--- src/rtl/fpc_pkg.sv ---
package fpc_pkg;

  localparam int OP_W   = 64;            // operand bus and result width
  localparam int FRAC_W = 52;            // common left-aligned fraction width
  localparam int EXP_W  = 13;            // signed unbiased exponent width
  localparam int MAG_W  = OP_W + 2;      // magnitude after rounding, with headroom
  localparam int N_FMT  = 3;             // legal formats

  typedef enum logic [1:0] {
    FMT_SGL = 2'b00,
    FMT_DBL = 2'b01,
    FMT_BAD = 2'b10,
    FMT_HLF = 2'b11
  } fmt_e;

  typedef struct packed {
    logic                    sign;
    logic signed [EXP_W-1:0] exp;
    logic [FRAC_W-1:0]       frac;
    logic                    is_nan;
    logic                    is_inf;
    logic                    is_zero;
    logic                    is_sub;
  } unpacked_t;

  typedef struct packed {
    logic [OP_W-1:0] value;
    logic            invalid;
    logic            inexact;
    logic            undef;
  } conv_t;

  // lane 0 = half, 1 = single, 2 = double
  function automatic int lane_exp_w(input int lane);
    case (lane)
      0:       return 5;
      1:       return 8;
      default: return 11;
    endcase
  endfunction

  function automatic int lane_frac_w(input int lane);
    case (lane)
      0:       return 10;
      1:       return 23;
      default: return 52;
    endcase
  endfunction

endpackage

--- src/rtl/fpc_field_split.sv ---
module fpc_field_split
  import fpc_pkg::*;
#(
  parameter int EW = 8,
  parameter int FW = 23
) (
  input  logic [EW+FW:0] raw,
  output unpacked_t      fields
);
  localparam int BIAS = (1 << (EW - 1)) - 1;

  logic [EW-1:0] exp_f;
  logic [FW-1:0] frac_f;
  logic          exp_ones;
  logic          exp_zero;
  logic          frac_any;

  assign exp_f    = raw[FW +: EW];
  assign frac_f   = raw[FW-1:0];
  assign exp_ones = &exp_f;
  assign exp_zero = ~|exp_f;
  assign frac_any = |frac_f;

  always_comb begin
    fields.sign    = raw[EW+FW];
    fields.exp     = EXP_W'(int'(exp_f) - BIAS);
    fields.frac    = FRAC_W'(frac_f) << (FRAC_W - FW);
    fields.is_nan  = exp_ones & frac_any;
    fields.is_inf  = exp_ones & ~frac_any;
    fields.is_zero = exp_zero & ~frac_any;
    fields.is_sub  = exp_zero & frac_any;
  end
endmodule

--- src/rtl/fpc_unpack.sv ---
module fpc_unpack
  import fpc_pkg::*;
(
  input  logic [OP_W-1:0] operand,
  input  logic [1:0]      fmt,
  output unpacked_t       fields
);
  unpacked_t lane_f [N_FMT];

  for (genvar gi = 0; gi < N_FMT; gi++) begin : g_lane
    localparam int EW = lane_exp_w(gi);
    localparam int FW = lane_frac_w(gi);
    fpc_field_split #(.EW(EW), .FW(FW)) u_split (
      .raw    (operand[EW+FW:0]),
      .fields (lane_f[gi])
    );
  end

  always_comb begin
    case (fmt_e'(fmt))
      FMT_HLF: fields = lane_f[0];
      FMT_SGL: fields = lane_f[1];
      FMT_DBL: fields = lane_f[2];
      default: fields = '0;
    endcase
  end
endmodule

--- src/rtl/fpc_ceil_core.sv ---
module fpc_ceil_core
  import fpc_pkg::*;
(
  input  unpacked_t        fields,
  output logic [MAG_W-1:0] mag,
  output logic             frac_nz,
  output logic             huge
);
  localparam int SIG_W = FRAC_W + 1;
  localparam int SH_W  = SIG_W + OP_W;
  localparam int SH_AW = $clog2(OP_W);
  localparam int INT_W = SH_W - FRAC_W;

  logic [SH_W-1:0]  shifted;
  logic [INT_W-1:0] int_part;
  logic [MAG_W-1:0] trunc;
  logic             bump;

  assign shifted  = SH_W'({1'b1, fields.frac}) << fields.exp[SH_AW-1:0];
  assign int_part = shifted[SH_W-1:FRAC_W];

  always_comb begin
    trunc   = '0;
    frac_nz = 1'b0;
    huge    = 1'b0;
    if (fields.is_nan || fields.is_inf || fields.is_zero) begin
      trunc = '0;
    end else if (fields.is_sub || fields.exp < 0) begin
      frac_nz = 1'b1;
    end else if (fields.exp > EXP_W'(OP_W - 1)) begin
      huge = 1'b1;
    end else begin
      trunc   = MAG_W'(int_part);
      frac_nz = |shifted[FRAC_W-1:0];
    end
    bump = frac_nz & ~fields.sign;
    mag  = trunc + MAG_W'(bump);
  end
endmodule

--- src/rtl/fpc_saturate.sv ---
module fpc_saturate
  import fpc_pkg::*;
(
  input  logic             sign,
  input  logic [MAG_W-1:0] mag,
  input  logic             frac_nz,
  input  logic             huge,
  input  logic             is_nan,
  input  logic             is_inf,
  input  logic             wide,
  output conv_t            res
);
  localparam int HALF_W = OP_W / 2;

  localparam logic [MAG_W-1:0] POS_LIM_N = MAG_W'((65'd1 << (HALF_W - 1)) - 65'd1);
  localparam logic [MAG_W-1:0] NEG_LIM_N = MAG_W'(65'd1 << (HALF_W - 1));
  localparam logic [MAG_W-1:0] POS_LIM_W = MAG_W'((65'd1 << (OP_W - 1)) - 65'd1);
  localparam logic [MAG_W-1:0] NEG_LIM_W = MAG_W'(65'd1 << (OP_W - 1));

  logic [MAG_W-1:0] lim;
  logic             over;
  logic [OP_W-1:0]  signed_val;
  logic [OP_W-1:0]  max_val;
  logic [OP_W-1:0]  min_val;

  always_comb begin
    if (wide) lim = sign ? NEG_LIM_W : POS_LIM_W;
    else      lim = sign ? NEG_LIM_N : POS_LIM_N;
    over       = huge | is_inf | (mag > lim);
    signed_val = sign ? (~mag[OP_W-1:0] + OP_W'(1)) : mag[OP_W-1:0];
    max_val    = wide ? POS_LIM_W[OP_W-1:0] : POS_LIM_N[OP_W-1:0];
    min_val    = wide ? NEG_LIM_W[OP_W-1:0] : ~POS_LIM_N[OP_W-1:0];

    res = '0;
    if (is_nan) begin
      res.invalid = 1'b1;
    end else if (over) begin
      res.value   = sign ? min_val : max_val;
      res.invalid = 1'b1;
    end else begin
      res.value   = wide ? signed_val
                         : {{HALF_W{signed_val[HALF_W-1]}}, signed_val[HALF_W-1:0]};
      res.inexact = frac_nz;
    end
  end
endmodule

--- src/rtl/fp_ceil_to_int.sv ---
module fp_ceil_to_int
  import fpc_pkg::*;
(
  input  logic            clk,
  input  logic            rst_n,
  input  logic            in_valid,
  output logic            in_ready,
  input  logic [OP_W-1:0] in_operand,
  input  logic [1:0]      in_fmt,
  input  logic            in_wide,
  output logic            out_valid,
  input  logic            out_ready,
  output logic [OP_W-1:0] out_result,
  output logic            out_invalid,
  output logic            out_inexact,
  output logic            out_undef
);
  unpacked_t        fields;
  logic [MAG_W-1:0] mag;
  logic             frac_nz;
  logic             huge;
  conv_t            conv;
  conv_t            next_q;
  conv_t            hold_q;
  logic             vld_q;

  fpc_unpack u_unpack (
    .operand (in_operand),
    .fmt     (in_fmt),
    .fields  (fields)
  );

  fpc_ceil_core u_core (
    .fields  (fields),
    .mag     (mag),
    .frac_nz (frac_nz),
    .huge    (huge)
  );

  fpc_saturate u_sat (
    .sign    (fields.sign),
    .mag     (mag),
    .frac_nz (frac_nz),
    .huge    (huge),
    .is_nan  (fields.is_nan),
    .is_inf  (fields.is_inf),
    .wide    (in_wide),
    .res     (conv)
  );

  always_comb begin
    next_q = conv;
    if (fmt_e'(in_fmt) == FMT_BAD) begin
      next_q       = '0;
      next_q.undef = 1'b1;
    end
  end

  assign in_ready = ~vld_q | out_ready;

  always_ff @(posedge clk or negedge rst_n) begin
    if (!rst_n) begin
      vld_q  <= 1'b0;
      hold_q <= '0;
    end else if (in_ready) begin
      vld_q <= in_valid;
      if (in_valid) hold_q <= next_q;
    end
  end

  assign out_valid   = vld_q;
  assign out_result  = hold_q.value;
  assign out_invalid = hold_q.invalid;
  assign out_inexact = hold_q.inexact;
  assign out_undef   = hold_q.undef;
endmodule

--- config.mk ---
export PLATFORM = sky130hd
export DESIGN_NAME = fp_ceil_to_int
export DESIGN_NICKNAME = d
export VERILOG_FILES = /design/src/rtl/fpc_pkg.sv /design/src/rtl/fpc_field_split.sv /design/src/rtl/fpc_unpack.sv /design/src/rtl/fpc_ceil_core.sv /design/src/rtl/fpc_saturate.sv /design/src/rtl/fp_ceil_to_int.sv
export SDC_FILE = /design/constraint.sdc
export NUM_CORES = 1
export LEC_CHECK = 0
export BUFFER_PORTS_ARGS = -buffer_cell sky130_fd_sc_hd__buf_4
export CORE_ASPECT_RATIO = 1.25
export CORE_UTILIZATION = 49
export CTS_CLUSTER_SIZE = 28
export DETAILED_ROUTE_END_ITERATION = 8
export PLACE_DENSITY = 0.67
export RECOVER_POWER = 50
export SKIP_CTS_REPAIR_TIMING = 1
export SYNTH_ARGS = -nofsm -noshare
export SYNTH_HDL_FRONTEND = slang
export SYNTH_HIERARCHICAL = 1
export SYNTH_SLANG_ARGS = --single-unit
export TNS_END_PERCENT = 5
--- constraint.sdc ---
create_clock -name clk -period 1.3 [get_ports clk]
set_input_delay 0.26 -clock clk [delete_from_list [all_inputs] [get_ports clk]]
set_output_delay 0.26 -clock clk [all_outputs]
set_load 0.02 [all_outputs]
### After elaboration in Yosys (flattened, before gate mapping)

Index checks and enable logic that the tools add are counted.

* order comparisons: 3
* bitwise gates (word level): 22
* shifts and indexed selects: 1
* reductions and logical operators: 18
* muxes and demuxes: 25
* add/sub/neg operators: 5
* equal/unequal tests: 3

Operator list (count)
* $mux W64: 6
* $pmux W70 S3: 1
* $mux W66: 3
* $mux W63: 2
* $shl A53 B6 Y117: 1
* $reduce_or A52 Y1: 2
* $mux W67: 1
* $add A66 B1 Y66: 1
* $gt A66 B66 Y1: 1
* $mux W65: 1
* $add A64 B1 Y64 const B: 1
* $not A64 Y64: 1
* $mux W32: 1
* $reduce_or A23 Y1: 1
* $and A1 B1 Y1: 13
* $gt A13 B7 Y1 const B: 1
* $lt A13 B1 Y1 const B: 1
* $sub A11 B10 Y12 const B: 1
* $reduce_and A11 Y1: 1
* $reduce_or A11 Y1: 1
* $mux W1: 10
* $reduce_or A10 Y1: 1
* $sub A8 B7 Y9 const B: 1
* $reduce_and A8 Y1: 1
* 12 further kinds: 23

* register bits after elaboration: 68
* output and inout port bits: 69

### Logic depth before layout (Yosys ltp)

* depth after elaboration: 18
* mapped depth: 38

### Hierarchy

The synthesis kept the hierarchy.

By module, submodules not included
* fpc_ceil_core: seq. area each 0.0 µm², times used 1, area each 6949.2 µm², cells an instance 879
* fpc_saturate: seq. area each 0.0 µm², times used 1, area each 3880.0 µm², cells an instance 577
* fp_ceil_to_int: seq. area each 1701.6 µm², times used 1, area each 3026.7 µm², cells an instance 303
* fpc_unpack: seq. area each 0.0 µm², times used 1, area each 2024.4 µm², cells an instance 165
* fpc_field_split (u_unpack.g_lane[2].u_split): seq. area each 0.0 µm², times used 1, area each 765.7 µm², cells an instance 105
* fpc_field_split (u_unpack.g_lane[1].u_split): seq. area each 0.0 µm², times used 1, area each 715.7 µm², cells an instance 94
* fpc_field_split (u_unpack.g_lane[0].u_split): seq. area each 0.0 µm², times used 1, area each 603.1 µm², cells an instance 81

### Worst setup path after synthesis

OpenSTA, ideal clock, no wires.

* path type: input port to flip-flop
* start point: input in_fmt[1]
* end point: register hold_q (netlist bit out_result[63])
* cell stages on the path: 34
* arrival time: 7.893 ns
* required time: 1.217 ns
* setup slack: -6.676 ns
* path buffers: 12
* setup time: 0.083 ns
* path through: buf_2 > and2_4 > buf_12 > buf_12 > o2bb2ai_2 > buf_2 > buf_2 > buf_1 > clkbuf_1 > buf_1 > buf_1 > clkbuf_1 > a211oi_1 > a31oi_1 > o41ai_1 > a221oi_1 > nor2b_1 > ha_1 > nor4bb_1 > nor3b_2 > buf_2 > nand2_1 > xnor2_1 > or4_4 > or4_4 > or4_4 > or3_1 > clkbuf_1 > o31ai_1 > xor2_1 > a211o_1 > o21ai_1 > nand4_1 > o21ai_0

RTL lines
* start: declaration: line fp_ceil_to_int.sv:9 `input logic [1:0] in_fmt,`
* end signal: assignment: line fp_ceil_to_int.sv:67 `if (in_valid) hold_q <= next_q;`
* end: declaration: line fp_ceil_to_int.sv:24 `conv_t hold_q;`

==> flow_metrics.tcl <==
set metrics [dict create \
    met2_usage_pct 72.5 \
    cp.arrival_ns 7.69 \
    tritoncts "built" \
    ios 140 \
    grt_usage_pct 41.7 \
    critPathMaxFanout 4 \
    h-tree-depth 3 \
    die_y_um 216 \
    antenna_found_initial 5 \
    top_usage_layer "met2" \
    crit_start "in_operand[26]" \
    synthTopCellsByArea "dfrtp_1, buf_4, mux4_2, mux2i_1, o2bb2ai_2" \
    clkTransAtPathRegs_ns 0.06 \
    cts_root_buf "clkbuf_16" \
    avgSynthCellArea_sq_um 8.15 \
    std_cell_rows 78 \
    port_buffers 139 \
    die_w_um 173 \
    path_common_cell "buf_4" \
    cp-start-kind "input pin" \
    timing.rr.start "out_valid$_DFFE_PN0P_" \
    drive_above_1_share_pct 46.5 \
    synth_edf_count 0 \
    drv_cap 0 \
    min_period_ns 7.50 \
    grt_pass1_vias 20969 \
    path_class "input pin to register" \
    fmaxAchievable_mhz 133 \
    multiInputGateArea_sq_mm 0.0149 \
    antenna_left 0 \
    grt_first_pass_wirelength_um 121000 \
    stdcell_count 3398 \
    cpMaxStageDelayCell "or4b_4" \
    ys.flop_type "dfrtp_1" \
    nets 3058 \
    violations "setup timing" \
    synthCells 2204 \
    seq_area_frac_synth_pct 9.47 \
    dp_cells 3319 \
    finalCritPeriodShare_pct 577 \
    vdd.ir_drop.worst_mv 0.713 \
    seqCellArea_sq_mm 0.00170 \
    numClockSinks 68 \
    outcome "complete, but fails checks" \
    wl_per_cell_um 24.7 \
    postSynthRegisterBits 68 \
    slew_headroom_pct 24.5 \
    drc_errors 0 \
    fin_worst_skew_ns 0.00437 \
    routed_via_density 6.35 \
    hold_violations 0 \
    synthArstFlopShare_pct 100 \
    power.density_mw_per_mm2 820 \
    yosysWarnings 6 \
    synth_top_area_share_pct 9.47 \
    met1_usage_pct 41.6 \
    numCtsBuffers 9 \
    worst_ep_required_time_ns 1.49 \
    synth_cell_type_count 101 \
    syn_to_final_growth_pct 42.7 \
    design.die.area_sq_mm 0.0374 \
    synth_top_cell_by_area "dfrtp_1" \
    clk_path_buf_depth 2 \
    wl_um 83800 \
    worst_setup_path_end_kind "register" \
    place_area_sq_mm 0.0238 \
    vias 21591 \
    critPathMaxStageDelay_ns 0.63 \
    core_area_sq_mm 0.0362 \
    met3_usage_pct 7.44 \
    drt_iter0_markers 1765 \
    hpwlAfterDp_um 64500 \
    grt_max_degree 69 \
    syn_area_sq_mm 0.0180 \
    rsz0062_at_grt "true" \
    fillers 2893 \
    hold_class "input pin to async pin" \
    slew_viol_final 0 \
    power_leakage_nw 11.8 \
    initial_core_util_pct 49.6 \
    setup_viol 68 \
    worst_pin_slew_ns 1.13 \
    place_congestion 1.18 \
    setup_ws_ns -6.20 \
    firstDrtPassIters 6 \
    fin_area_sq_mm 0.0256 \
    insertion_delay_ns 0.35 \
    gr-total-overflow 0 \
]
[power by group]
group | switching [mW] | internal (mW) | total (mW)
sequential | 0.228 | 2.49 | 2.72
combinational | 8.64 | 7.37 | 16.0
clock | 0.942 | 1.34 | 2.28
total | 9.81 | 11.2 | 21.0
[path summary, 6_finish.rpt]
check	slack [ns]	endpoint	cells after the start
worst max-delay path	-6.20	out_result[17]$_DFFE_PN0P_	33
worst min-delay path	0.43	out_result[15]$_DFFE_PN0P_	2
worst max register to register	-0.27	out_result[59]$_DFFE_PN0P_	3
worst min register to register	0.53	out_result[54]$_DFFE_PN0P_	2
max in group asynchronous	0.16	out_result[49]$_DFFE_PN0P_	3
min in group clk	0.46	out_result[21]$_DFFE_PN0P_	4
[metrics by stage]
step           power (mW)  utilization, %  worst slack [ns]  hold slack [ns]  TNS (ns)
6_report             21.0            70.8             -6.20            0.433   -401.44
5_1_grt              21.8            70.8             -6.49            0.494   -421.71
4_1_cts              19.3            66.5             -6.62           -0.198   -427.92
3_5_place_dp         17.0            65.8             -6.90            0.169   -448.95
3_3_place_gp         16.8            65.8             -6.95            0.159   -447.26
2_1_floorplan        10.5               -             -6.23          -0.0356   -388.71
[synth_stat cells, drive strengths merged (6+ instances only)]
master / number
or3: 34
nand3: 44
or2: 14
ha: 77
inv: 97
clkbuf: 75
o2bb2ai: 72
xor2: 35
a21o: 25
o31ai: 26
dfrtp: 68
nor2: 115
buf: 256
o41ai: 13
and4: 14
nand2b: 23
mux4: 64
mux2i: 133
o211a: 10
a22oi: 12
xnor2: 60
nand4: 117
a31o: 8
a211oi: 16
o22ai: 15
and2: 22
a31oi: 38
o211ai: 13
a211o: 7
o21ai: 111
nand4b: 6
and3: 18
mux2: 46
a2111oi: 8
a2bb2oi: 20
nor4b: 9
nor3: 73
nand2: 142
nor4: 59
or4: 24
a21oi: 94
nor2b: 12
a221oi: 6
nor3b: 10
[layout make-up]
| class | count | area share, % |
|---|---|---|
| tap | 480 | 2.34 |
| clock buffer | 12 | 0.962 |
| multi-input combinational | 1779 | 58.2 |
| antenna | 3 | 0.0293 |
| inverter | 97 | 1.49 |
| sequential | 68 | 6.64 |
| timing repair buffer | 954 | 30.3 |
| clock inverter | 4 | 0.0976 |
| timing repair inverter | 1 | 0.0195 |
[worst max-delay path, delay by kind of cell]
kind,cells,cell delay (ns)
buffers and inverters,7,1.18
adders and majority gates,1,0.28
muxes,1,0.18
and+or+nand+nor,19,4.93
AOI/OAI and AO/OA,4,0.69
xor gates and xnor gates,1,0.15
[placed cells by master, fill, tap and decap left out, types with 37 or more instances in the layout]
cell	n
nand2_1	137
mux2i_1	123
o21ai_0	74
buf_4	886
dfrtp_1	68
nor3_1	60
xnor2_1	51
nor2_1	109
ha_1	71
nor4_1	40
o2bb2ai_2	64
a21oi_1	90
nand3_1	39
nand4_1	116
mux2_2	38
mux4_2	64
a31oi_1	37
inv_1	89
conb_1	74
[metal layers]
metal | up-vias | part of all wire (%)
li1 | 9628 | -
met1 | 10177 | 34
met2 | 1258 | 47
met3 | 528 | 7.2
met4 | 0 | 12
met5 | - | 0
[sequential cells by signal (all words and copies together) (netlist names)]
register	flops
out_inexact	1
out_valid	1
out_invalid	1
out_result	64
out_undef	1
[cell families (layout without fill, tap and decap cells)]
| group | count (synthesis) | in the layout | synth area share [%] |
|---|---|---|---|
| flops | 68 | 68 | 9.47 |
| mux | 243 | 243 | 18.3 |
| compound gates | 539 | 539 | 24.0 |
| buf+inv | 428 | 1068 | 14.6 |
| fa+ha+maj | 77 | 77 | 5.36 |
| simple gates | 750 | 751 | 23.5 |
| xor+xnor | 95 | 95 | 4.63 |
| other cells | 4 | 77 | 0.0836 |
(Power assumes the default switching activity.)
